## src/rtl/coh_pkg.sv

```systemverilog
// Shared encodings for the cache-line coherence controller.
// Assumes one message and one core operation at most per cycle.
package coh_pkg;
    typedef enum logic [3:0] {
        ST_I = 4'd0, ST_S = 4'd1, ST_O = 4'd2, ST_M = 4'd3,
        ST_ISD = 4'd4, ST_IMAD = 4'd5, ST_IMA = 4'd6, ST_SMAD = 4'd7,
        ST_SMA = 4'd8, ST_OMAC = 4'd9, ST_OMA = 4'd10, ST_MIA = 4'd11,
        ST_OIA = 4'd12, ST_SIA = 4'd13, ST_IIA = 4'd14, ST_IMAS = 4'd15
    } line_st_e;

    typedef enum logic [1:0] {
        OP_LOAD = 2'd0, OP_STORE = 2'd1, OP_EVICT = 2'd2, OP_NONE = 2'd3
    } core_op_e;

    typedef enum logic [2:0] {
        MI_DATA = 3'd0, MI_FWD_GETS = 3'd1, MI_FWD_GETM = 3'd2, MI_INV = 3'd3,
        MI_INV_ACK = 3'd4, MI_PUT_ACK = 3'd5, MI_ACK_CNT = 3'd6, MI_RSVD = 3'd7
    } msg_in_e;

    typedef enum logic [2:0] {
        RQ_GETS = 3'd0, RQ_GETM = 3'd1, RQ_PUTS = 3'd2, RQ_PUTM = 3'd3,
        RQ_PUTO = 3'd4, RQ_R5 = 3'd5, RQ_R6 = 3'd6, RQ_R7 = 3'd7
    } req_e;

    typedef enum logic {
        RS_DATA = 1'b0, RS_INV_ACK = 1'b1
    } rsp_e;
endpackage

```

## src/rtl/coh_ack_counter.sv

```systemverilog
// Signed pending-acknowledgement counter.
// Cleared when an ownership request is issued, raised by the announced
// count, lowered by each Inv-Ack. It may go negative when acks beat data.
// Presents the next value so the controller can complete in the same edge.
module coh_ack_counter #(
    parameter int CNT_W = 5
) (
    input  logic             clk,
    input  logic             rst_n,
    input  logic             clr,
    input  logic             add,
    input  logic [CNT_W-1:0] add_val,
    input  logic             dec,
    output logic             zero_next
);
    localparam logic signed [CNT_W-1:0] ONE = CNT_W'(1);

    logic signed [CNT_W-1:0] cnt_q, cnt_d, inc_v, dec_v;

    // next count from this cycle's events
    always_comb begin
        inc_v = add ? $signed(add_val) : '0;
        dec_v = dec ? ONE : '0;
        cnt_d = clr ? '0 : (cnt_q + inc_v - dec_v);
        zero_next = (cnt_d == '0);
    end

    // count register
    always_ff @(posedge clk) begin
        if (!rst_n) cnt_q <= '0;
        else        cnt_q <= cnt_d;
    end
endmodule

```

## src/rtl/coh_line_fsm.sv

```systemverilog
// Line state machine: stable M/O/S/I plus transient states.
// Messages take priority over the core; a core operation is acted on
// only in a cycle with no message. Outputs are next-cycle intents that
// the output stage registers.
module coh_line_fsm
    import coh_pkg::*;
#(
    parameter int NODE_W = 3
) (
    input  logic              clk,
    input  logic              rst_n,
    input  logic              core_valid,
    input  logic [1:0]        core_op,
    input  logic              msg_valid,
    input  logic [2:0]        msg_type,
    input  logic [NODE_W-1:0] msg_src,
    input  logic              cnt_zero_next,
    output line_st_e          st_q,
    output logic              core_stall,
    output logic              cnt_clr,
    output logic              cnt_add,
    output logic              cnt_dec,
    output logic              req_fire,
    output req_e              req_kind,
    output logic              rsp_fire,
    output rsp_e              rsp_kind,
    output logic [NODE_W-1:0] rsp_dest,
    output logic              rsp_dir
);
    line_st_e          st_d;
    logic [NODE_W-1:0] fwd_src_q;
    logic              fwd_save;
    logic              permit;

    // does the current state grant the core's operation
    always_comb begin
        unique case (core_op_e'(core_op))
            OP_LOAD:  permit = (st_q == ST_S) || (st_q == ST_O) || (st_q == ST_M);
            OP_STORE: permit = (st_q == ST_M);
            OP_EVICT: permit = (st_q == ST_I);
            default:  permit = 1'b0;
        endcase
        core_stall = core_valid && (msg_valid || !permit);
    end

    // transition and message decisions
    always_comb begin
        st_d     = st_q;
        cnt_clr  = 1'b0;
        cnt_add  = 1'b0;
        cnt_dec  = 1'b0;
        req_fire = 1'b0;
        req_kind = RQ_GETS;
        rsp_fire = 1'b0;
        rsp_kind = RS_DATA;
        rsp_dest = msg_src;
        rsp_dir  = 1'b0;
        fwd_save = 1'b0;
        if (msg_valid) begin
            unique case (msg_in_e'(msg_type))
                MI_DATA: begin
                    if (st_q == ST_ISD) st_d = ST_S;
                    else if (st_q == ST_IMAD || st_q == ST_SMAD) begin
                        cnt_add = 1'b1;
                        st_d = cnt_zero_next ? ST_M : ((st_q == ST_IMAD) ? ST_IMA : ST_SMA);
                    end
                end
                MI_ACK_CNT: begin
                    if (st_q == ST_OMAC) begin
                        cnt_add = 1'b1;
                        st_d = cnt_zero_next ? ST_M : ST_OMA;
                    end
                end
                MI_INV_ACK: begin
                    if (st_q inside {ST_IMAD, ST_SMAD, ST_OMAC}) cnt_dec = 1'b1;
                    else if (st_q inside {ST_IMA, ST_SMA, ST_OMA}) begin
                        cnt_dec = 1'b1;
                        if (cnt_zero_next) st_d = ST_M;
                    end else if (st_q == ST_IMAS) begin
                        cnt_dec = 1'b1;
                        if (cnt_zero_next) begin
                            st_d     = ST_S;
                            rsp_fire = 1'b1;
                            rsp_dest = fwd_src_q;
                            rsp_dir  = 1'b1;
                        end
                    end
                end
                MI_FWD_GETS: begin
                    if (st_q inside {ST_M, ST_O, ST_OMAC, ST_OMA, ST_MIA, ST_OIA}) begin
                        rsp_fire = 1'b1;
                        if (st_q == ST_M)   st_d = ST_O;
                        if (st_q == ST_MIA) st_d = ST_SIA;
                    end else if (st_q == ST_IMA) begin
                        st_d     = ST_IMAS;
                        fwd_save = 1'b1;
                    end
                end
                MI_FWD_GETM: begin
                    if (st_q inside {ST_M, ST_O, ST_OMAC, ST_MIA, ST_OIA}) begin
                        rsp_fire = 1'b1;
                        unique case (st_q)
                            ST_OMAC:      st_d = ST_IMAD;
                            ST_MIA, ST_OIA: st_d = ST_IIA;
                            default:      st_d = ST_I;
                        endcase
                    end
                end
                MI_INV: begin
                    if (st_q inside {ST_S, ST_SMAD, ST_SIA}) begin
                        rsp_fire = 1'b1;
                        rsp_kind = RS_INV_ACK;
                        unique case (st_q)
                            ST_SMAD: st_d = ST_IMAD;
                            ST_SIA:  st_d = ST_IIA;
                            default: st_d = ST_I;
                        endcase
                    end
                end
                MI_PUT_ACK: begin
                    if (st_q inside {ST_MIA, ST_OIA, ST_SIA, ST_IIA}) st_d = ST_I;
                end
                default: ;
            endcase
        end else if (core_valid) begin
            unique case (core_op_e'(core_op))
                OP_LOAD: begin
                    if (st_q == ST_I) begin
                        req_fire = 1'b1; req_kind = RQ_GETS; st_d = ST_ISD;
                    end
                end
                OP_STORE: begin
                    if (st_q inside {ST_I, ST_S, ST_O}) begin
                        req_fire = 1'b1; req_kind = RQ_GETM; cnt_clr = 1'b1;
                        unique case (st_q)
                            ST_I:    st_d = ST_IMAD;
                            ST_S:    st_d = ST_SMAD;
                            default: st_d = ST_OMAC;
                        endcase
                    end
                end
                OP_EVICT: begin
                    req_fire = (st_q inside {ST_S, ST_O, ST_M});
                    unique case (st_q)
                        ST_S:    begin req_kind = RQ_PUTS; st_d = ST_SIA; end
                        ST_O:    begin req_kind = RQ_PUTO; st_d = ST_OIA; end
                        ST_M:    begin req_kind = RQ_PUTM; st_d = ST_MIA; end
                        default: ;
                    endcase
                end
                default: ;
            endcase
        end
    end

    // line state and recorded forward requestor
    always_ff @(posedge clk) begin
        if (!rst_n) begin
            st_q      <= ST_I;
            fwd_src_q <= '0;
        end else begin
            st_q <= st_d;
            if (fwd_save) fwd_src_q <= msg_src;
        end
    end
endmodule

```

## src/rtl/coh_out_reg.sv

```systemverilog
// Registers the outgoing request and response so that every network
// message leaves one clock after the event that caused it.
module coh_out_reg #(
    parameter int NODE_W = 3
) (
    input  logic              clk,
    input  logic              rst_n,
    input  logic              req_fire,
    input  logic [2:0]        req_kind,
    input  logic              rsp_fire,
    input  logic              rsp_kind,
    input  logic [NODE_W-1:0] rsp_dest,
    input  logic              rsp_dir,
    output logic              req_valid_q,
    output logic [2:0]        req_type_q,
    output logic              rsp_valid_q,
    output logic              rsp_type_q,
    output logic [NODE_W-1:0] rsp_dest_q,
    output logic              rsp_dir_q
);
    // output message register
    always_ff @(posedge clk) begin
        if (!rst_n) begin
            req_valid_q <= 1'b0;
            req_type_q  <= '0;
            rsp_valid_q <= 1'b0;
            rsp_type_q  <= 1'b0;
            rsp_dest_q  <= '0;
            rsp_dir_q   <= 1'b0;
        end else begin
            req_valid_q <= req_fire;
            req_type_q  <= req_kind;
            rsp_valid_q <= rsp_fire;
            rsp_type_q  <= rsp_kind;
            rsp_dest_q  <= rsp_dest;
            rsp_dir_q   <= rsp_fire && rsp_dir;
        end
    end
endmodule

```

## src/rtl/coh_cache_ctrl.sv

```systemverilog
// Top: cache-side coherence controller for one line under a directory
// protocol with M, O, S and I stable states. Combines the line state
// machine, the acknowledgement counter and the registered output stage.
// Assumes the network delivers at most one message per cycle.
module coh_cache_ctrl
    import coh_pkg::*;
#(
    parameter int NODE_W = 3,
    parameter int CNT_W  = 5
) (
    input  logic              clk,
    input  logic              rst_n,
    input  logic              core_valid,
    input  logic [1:0]        core_op,
    output logic              core_stall,
    input  logic              msg_valid,
    input  logic [2:0]        msg_type,
    input  logic [CNT_W-1:0]  msg_ack_cnt,
    input  logic [NODE_W-1:0] msg_src,
    output logic              req_valid,
    output logic [2:0]        req_type,
    output logic              rsp_valid,
    output logic              rsp_type,
    output logic [NODE_W-1:0] rsp_dest,
    output logic              rsp_to_dir,
    output logic [3:0]        line_state
);
    line_st_e          st_q;
    logic              cnt_clr, cnt_add, cnt_dec, cnt_zero_next;
    logic              req_fire, rsp_fire, rsp_dir;
    req_e              req_kind;
    rsp_e              rsp_kind;
    logic [NODE_W-1:0] rsp_dest_d;

    coh_line_fsm #(.NODE_W(NODE_W)) u_fsm (
        .clk(clk), .rst_n(rst_n),
        .core_valid(core_valid), .core_op(core_op),
        .msg_valid(msg_valid), .msg_type(msg_type), .msg_src(msg_src),
        .cnt_zero_next(cnt_zero_next),
        .st_q(st_q), .core_stall(core_stall),
        .cnt_clr(cnt_clr), .cnt_add(cnt_add), .cnt_dec(cnt_dec),
        .req_fire(req_fire), .req_kind(req_kind),
        .rsp_fire(rsp_fire), .rsp_kind(rsp_kind),
        .rsp_dest(rsp_dest_d), .rsp_dir(rsp_dir)
    );

    coh_ack_counter #(.CNT_W(CNT_W)) u_cnt (
        .clk(clk), .rst_n(rst_n),
        .clr(cnt_clr), .add(cnt_add), .add_val(msg_ack_cnt), .dec(cnt_dec),
        .zero_next(cnt_zero_next)
    );

    coh_out_reg #(.NODE_W(NODE_W)) u_out (
        .clk(clk), .rst_n(rst_n),
        .req_fire(req_fire), .req_kind(req_kind),
        .rsp_fire(rsp_fire), .rsp_kind(rsp_kind),
        .rsp_dest(rsp_dest_d), .rsp_dir(rsp_dir),
        .req_valid_q(req_valid), .req_type_q(req_type),
        .rsp_valid_q(rsp_valid), .rsp_type_q(rsp_type),
        .rsp_dest_q(rsp_dest), .rsp_dir_q(rsp_to_dir)
    );

    assign line_state = st_q;
endmodule

```

## config.mk

```make
export PLATFORM = sky130hd
export DESIGN_NAME = coh_cache_ctrl
export DESIGN_NICKNAME = d
export VERILOG_FILES = /design/src/rtl/coh_pkg.sv /design/src/rtl/coh_ack_counter.sv /design/src/rtl/coh_line_fsm.sv /design/src/rtl/coh_out_reg.sv /design/src/rtl/coh_cache_ctrl.sv
export SDC_FILE = /design/constraint.sdc
export NUM_CORES = 1
export LEC_CHECK = 0
export BUFFER_PORTS_ARGS = -buffer_cell sky130_fd_sc_hd__buf_4
export CELL_PAD_IN_SITES_DETAIL_PLACEMENT = 0
export CELL_PAD_IN_SITES_GLOBAL_PLACEMENT = 2
export CORE_ASPECT_RATIO = 2
export CORE_MARGIN = 5
export CORE_UTILIZATION = 29
export CTS_CLUSTER_DIAMETER = 200
export CTS_CLUSTER_SIZE = 30
export DETAILED_ROUTE_END_ITERATION = 8
export PLACE_DENSITY_LB_ADDON = 0.1
export SLEW_MARGIN = 20
export SYNTH_ARGS = -nofsm -noshare
export SYNTH_HDL_FRONTEND = slang
export SYNTH_SLANG_ARGS = --single-unit
```

## constraint.sdc

```tcl
create_clock -name clk -period 3.75 [get_ports clk]
set_clock_uncertainty 0.15 [all_clocks]
set_input_delay 0.375 -clock clk [delete_from_list [all_inputs] [get_ports clk]]
set_output_delay 0.375 -clock clk [all_outputs]
set_load 0.02 [all_outputs]
```

# [After elaboration in Yosys (flattened, before gate mapping)]
# Index checks and enable logic that the tools add are counted.
[totals] out_inout_bits=15 elab_cells=147 romBits=0 ramBits=0 mem_count=0 ff_bits=22 input_bits=17 latch_bits=0
[op_classes] div_mod_pow=0 n_bitwise=2 n_reduce_logical=25 mux=72 mul=0 eq_ne=37 addsub=2 order_cmp=0 shifts=0
[op_table] cell="$mux W4" count=22
[op_table] cell="$eq A4 B4 Y1 const B" count=8
[op_table] cell="$mux W1" count=30
[op_table] cell="$pmux W4 S7" count=1
[op_table] cell="$pmux W4 S2" count=3
[op_table] cell="$pmux W4 S3" count=2
[op_table] cell="$ne A3 B2 Y1 const B" count=7
[op_table] cell="$mux W3" count=6
[op_table] cell="$eq A4 B3 Y1 const B" count=4
[op_table] cell="$reduce_and A16 Y1" count=1
[op_table] cell="$reduce_bool A3 Y1" count=5
[op_table] cell="$ne A4 B2 Y1 const B" count=3
[op_table] cell="$mux W5" count=2
[op_table] cell="$eq A3 B3 Y1 const B" count=3
[op_table] cell="$pmux W3 S3" count=1
[op_table] cell="$eq A4 B2 Y1 const B" count=2
[op_table] cell="$ne A8 B1 Y1 const B" count=1
[op_table] cell="$reduce_bool A4 Y1" count=2
[op_table] cell="$eq A3 B2 Y1 const B" count=2
[op_table] cell="$pmux W1 S3" count=2
[op_table] cell="$pmux W3 S2" count=1
[op_table] cell="$reduce_bool A6 Y1" count=1
[op_table] cell="$add A5 B5 Y5" count=1
[op_table] cell="$logic_not A5 Y1" count=1
[op_table] cell="other kinds (22)" count=27

# [Logic depth before layout (Yosys ltp)]
[logic_depth] ltp_word=18 ltp_mapped=18

# [Hierarchy]
# Synthesis repeated with hierarchy kept, for this count alone.
[unflattened] cells_unflattened=265 hier_area_um2=2060.7
[by_module_without_submodules] module="coh_line_fsm" n_inst=1 seq_area_each_um2=140.1 area_per_inst_um2=1388.8 cells_per_inst=197
[by_module_without_submodules] module="coh_ack_counter" n_inst=1 seq_area_each_um2=100.1 area_per_inst_um2=397.9 cells_per_inst=48
[by_module_without_submodules] module="coh_out_reg" n_inst=1 seq_area_each_um2=200.2 area_per_inst_um2=274.0 cells_per_inst=20

# [Least setup slack after synthesis]
# OpenSTA, ideal clock, no wires.
[synth_timing] path_kind="reg-to-reg" startpoint="register u_fsm.st_q[3]" endpoint="register u_fsm.st_q[3]" path_slack_ps=-230 path_stages_with_launch=19 n_path_buf=2 t_arrival_ps=3739 period_less_slack_ps=3980 cell_sequence="dfxtp_1 -> buf_4 -> clkbuf_1 -> inv_1 -> maj3_1 -> a22oi_1 -> nor2_1 -> ha_1 -> inv_1 -> ha_1 -> inv_1 -> fa_1 -> nand2b_1 -> a21oi_1 -> xnor2_1 -> xnor2_1 -> a31o_2 -> and2_2 -> a311oi_1"
[synth_between] elab_chain_len=16 elab_cells_between_ends=79
[synth_rtl] element="start, declared" line="coh_line_fsm.sv:18" rtl="output line_st_e st_q,"
[synth_rtl] element="start signal, assigned" line="coh_line_fsm.sv:162" rtl="st_q <= st_d;"
[synth_rtl] element="$eq A4 B3 Y1, on equally long branches"
[synth_rtl] element="$logic_or A1 B1 Y1" line="coh_line_fsm.sv:63" rtl="else if (st_q == ST_IMAD || st_q == ST_SMAD) begin"
[synth_rtl] element="$mux W1" line="coh_line_fsm.sv:63"
[synth_rtl] element="$mux W1" line="coh_line_fsm.sv:62" rtl="if (st_q == ST_ISD) st_d = ST_S;"
[synth_rtl] element="$pmux W1 S2" line="coh_line_fsm.sv:60" rtl="unique case (msg_in_e'(msg_type))"
[synth_rtl] element="$mux W1" line="coh_line_fsm.sv:59" rtl="if (msg_valid) begin"
[synth_rtl] element="$mux W5" line="coh_ack_counter.sv:22" rtl="inc_v = add ? $signed(add_val) : '0;"
[synth_rtl] element="$add A5 B5 Y5" line="coh_ack_counter.sv:24" rtl="cnt_d = clr ? '0 : (cnt_q + inc_v - dec_v);"
[synth_rtl] element="$sub A5 B5 Y5" line="coh_ack_counter.sv:24"
[synth_rtl] element="$mux W5" line="coh_ack_counter.sv:24"
[synth_rtl] element="$logic_not A5 Y1" line="coh_ack_counter.sv:25" rtl="zero_next = (cnt_d == '0);"
[synth_rtl] element="$mux W4" line="coh_line_fsm.sv:65" rtl="st_d = cnt_zero_next ? ST_M : ((st_q == ST_IMAD) ? ST_IMA : ST_SMA);"
[synth_rtl] element="$mux W4" line="coh_line_fsm.sv:63"
[synth_rtl] element="$mux W4" line="coh_line_fsm.sv:62"
[synth_rtl] element="$pmux W4 S7" line="coh_line_fsm.sv:60"
[synth_rtl] element="$mux W4" line="coh_line_fsm.sv:59"
# Parallel ways exist; a longest one is shown, timed or not. The select of a mux whose other input is x is not followed.
# A chain may end at the register's enable or synchronous reset.

# [Worst setup path after layout]
# Ends and elaborated chain as after synthesis.

==> impl_metrics.tcl <==
set metrics [dict create \
    status "finished clean" \
    cellPowerDensity_nw_per_um2 375 \
    synth-warning-count 0 \
    rows 42 \
    reg2reg_depth 14 \
    io_pins 32 \
    grt_usage 0.175 \
    ys_ff_latch 22 \
    yosysMostFrequentCell "nor2_1" \
    gp_congestion 0.882 \
    first_global_vias 2147 \
    cts-root-buf "clkbuf_16" \
    avgRoutedWirePerCell_um 18.6 \
    totalWireLength_mm 7.20 \
    dpl_worst_slack_ns -0.151 \
    clock_latency_ns 0.26 \
    crit_path_end_kind "register" \
    setup_ws_ns 0.147 \
    dr.pass1.iters 4 \
    grt_setup_unrepaired "false" \
    cts.clk_slew.worst_paths_ns 0.06 \
    synthArstFlopShare 0 \
    required_ns 3.77 \
    syn_inst 254 \
    slowest_delay_ns 0.41 \
    synth_commonest_cells "24 x nor2_1, 22 x dfxtp_1, 22 x inv_1" \
    final_net_count 330 \
    final_area_um2 2640 \
    diodes 0 \
    slew_headroom 0.570 \
    total_leakage_power_nw 1.09 \
    finalCritPeriodShare 0.961 \
    fillCellCount 732 \
    ys.flop_type "dfxtp_1" \
    hp-start "msg_src[0]" \
    grt_overflow 0 \
    design.die.area_um2 8620 \
    slew_violations 0 \
    die_w_um 68.2 \
    worst_slew_pin_slew_ns 0.644 \
    path_max_fanout 5 \
    r2r_end "u_fsm.st_q[3]$_SDFFE_PN0P_" \
    setup_tns_ns 0 \
    place_inst 381 \
    layout.cells.non_filler 387 \
    place_hpwl_mm 5.86 \
    syn_to_final_growth_pct 34.5 \
    path_cells "or3b_4 > o22ai_4 > nor2b_4 > and2_1 > ha_2 > inv_2 > fa_2 > nand2b_4 > a21oi_4 > xnor2_2 > xor2_2 > o211ai_1 > a21bo_2 > a311oi_1" \
    hold_slack_ns 0.197 \
    die_h_um 126 \
    vias_per_cell 5.29 \
    fmax_ghz 0.278 \
    synth_top_cell_area_share 0.224 \
    synth_edf_count 0 \
    arrival_ns 3.62 \
    synth.area.top_cells "dfxtp_1 22%, ha_1 7.6%, mux2i_1 5.1%" \
    start_util 0.297 \
    ys_types 65 \
    hold_path_end "u_fsm.fwd_src_q[0]$_SDFFE_PN0P_" \
    synth.avg_cell_area_um2 7.73 \
    antenna_found_initial 0 \
    grt_max_degree 25 \
    worstSetupPathType "reg -> reg" \
    critPathLaunchType "register" \
    cts_buffer_depth 2 \
    synth_area_um2 1960 \
    clock-sinks 22 \
    syn_nets 284 \
    place_area_um2 2420 \
    cts_tree "built" \
    hold_class "in -> reg" \
    worstHoldPathCells 3 \
    timing.final.crit_period_ns 3.60 \
    port_buffers 31 \
    r2r_slack_ns 0.15 \
    core_um2 6620 \
    final_core_util 0.399 \
    reg2reg_from "u_fsm.st_q[3]$_SDFFE_PN0P_" \
    numCtsBuffers 3 \
    seq_area_frac_synth 0.224 \
    hold_viol 0 \
    grt_pass1_wl_mm 11.1 \
    ir_drop_mv 0.202 \
    vias 2048 \
    drt_iter0_markers 55 \
    layout-drive-gt1-share 0.318 \
    cap_violations 0 \
    finalSetupViolations 0 \
    slowest_stage "fa_2" \
    fin_total_pwr_uw 989 \
    cts.htree.levels 1 \
    yosysTopAreaCell "dfxtp_1" \
    drc 0 \
    ant_nets 0 \
]
[worst max-delay path by stage]
stage,startpoint,endpoint,depth (start not counted)
5_1_grt,u_fsm.st_q[3]$_SDFFE_PN0P_,u_fsm.st_q[3]$_SDFFE_PN0P_,14
3_3_place_gp,u_fsm.st_q[1]$_SDFFE_PN0P_,u_out.rsp_dest_q[0]$_SDFF_PN0_,12
4_1_cts,u_fsm.st_q[1]$_SDFFE_PN0P_,u_out.rsp_dest_q[0]$_SDFF_PN0_,13
3_5_place_dp,u_fsm.st_q[1]$_SDFFE_PN0P_,u_out.rsp_dest_q[0]$_SDFF_PN0_,12
2_1_floorplan,u_fsm.st_q[3]$_SDFFE_PN0P_,u_fsm.st_q[3]$_SDFFE_PN0P_,18
6_report,u_fsm.st_q[3]$_SDFFE_PN0P_,u_fsm.st_q[3]$_SDFFE_PN0P_,14
[kinds of logic (layout without fill, tap and decap cells)]
logic type	Yosys count	after routing	synth area share
buffers and inverters	39	84	0.0853
adders and majority gates	15	15	0.0968
DFF	22	22	0.224
AOI/OAI and AO/OA	58	58	0.210
and+or+nand+nor	101	101	0.286
muxes	12	12	0.0624
xor gates and xnor gates	7	7	0.0350
[state kept, by name, indices dropped and copies added, names as in the netlist]
register and count:
u_out.rsp_valid_q 1, u_out.rsp_dest_q 3, u_cnt.cnt_q 5, u_fsm.fwd_src_q 3
u_out.req_type_q 3, u_out.rsp_dir_q 1, u_fsm.st_q 4, u_out.req_valid_q 1
u_out.rsp_type_q 1
[layout by cell type (no fill, tap or decap), types with 2 or more instances in the layout]
| cell type | count |
|---|---|
| nand2b_1 | 2 |
| dfxtp_1 | 20 |
| xnor2_1 | 2 |
| nor2b_1 | 4 |
| buf_6 | 3 |
| ha_4 | 2 |
| nor3_1 | 6 |
| ha_1 | 9 |
| nor2b_4 | 2 |
| or2_2 | 2 |
| a311oi_1 | 2 |
| mux2_2 | 2 |
| buf_4 | 54 |
| and3_1 | 4 |
| o21ai_0 | 10 |
| and2_1 | 3 |
| nand2_1 | 21 |
| a31oi_1 | 3 |
| nor3b_1 | 4 |
| a21boi_0 | 2 |
| inv_2 | 2 |
| nor2_1 | 22 |
| xor2_1 | 2 |
| inv_1 | 20 |
| o221ai_1 | 2 |
| o2111ai_1 | 2 |
| nand3b_1 | 2 |
| a221oi_1 | 2 |
| nand4_1 | 7 |
| o22ai_1 | 4 |
| nand3_1 | 5 |
| clkbuf_16 | 3 |
| nor4bb_1 | 2 |
| a21oi_1 | 11 |
| mux2i_1 | 10 |
| nor4_1 | 2 |
| xor2_2 | 2 |
[layout make-up]
class	instances	area, um^2	share of cell area
Clock buffer	4	88.8	0.0336
Tap cell	88	110	0.0417
Inverter	23	86.3	0.0327
Sequential cell	22	445	0.169
Timing Repair Buffer	57	439	0.166
Multi-Input combinational cell	193	1470	0.557
[critical path: cells and delay by family (launching register included)]
kind | cells | cell delay, ns
xor gates and xnor gates | 2 | 0.49
and+or+nand+nor | 4 | 0.87
DFF | 1 | 0.37
adders and majority gates | 2 | 0.60
AOI/OAI and AO/OA | 5 | 0.96
buffers and inverters | 1 | 0.05
[metal layers]
metal	global-route usage	share of wire
met5	0	0
met2	0.357	0.60
met1	0.155	0.32
met4	0.0797	0.046
met3	0.0195	0.032
[power by group]
group | internal (mW) | leakage, nW | total (mW) | switching, mW
combinational | 0.200 | 0.869 | 0.468 | 0.268
sequential | 0.251 | 0.180 | 0.261 | 0.0101
clock | 0.163 | 0.0442 | 0.261 | 0.0972
total | 0.614 | 1.09 | 0.989 | 0.375
[what timing repair did]
item,in CTS,in global routing
pin swaps,1,14
setup buffers,1,1
gates resized for setup,4,22
gates cloned,0,0
setup endpoints to repair,5,7
hold buffers,0,0
Power figures use the tool's default switching activity.
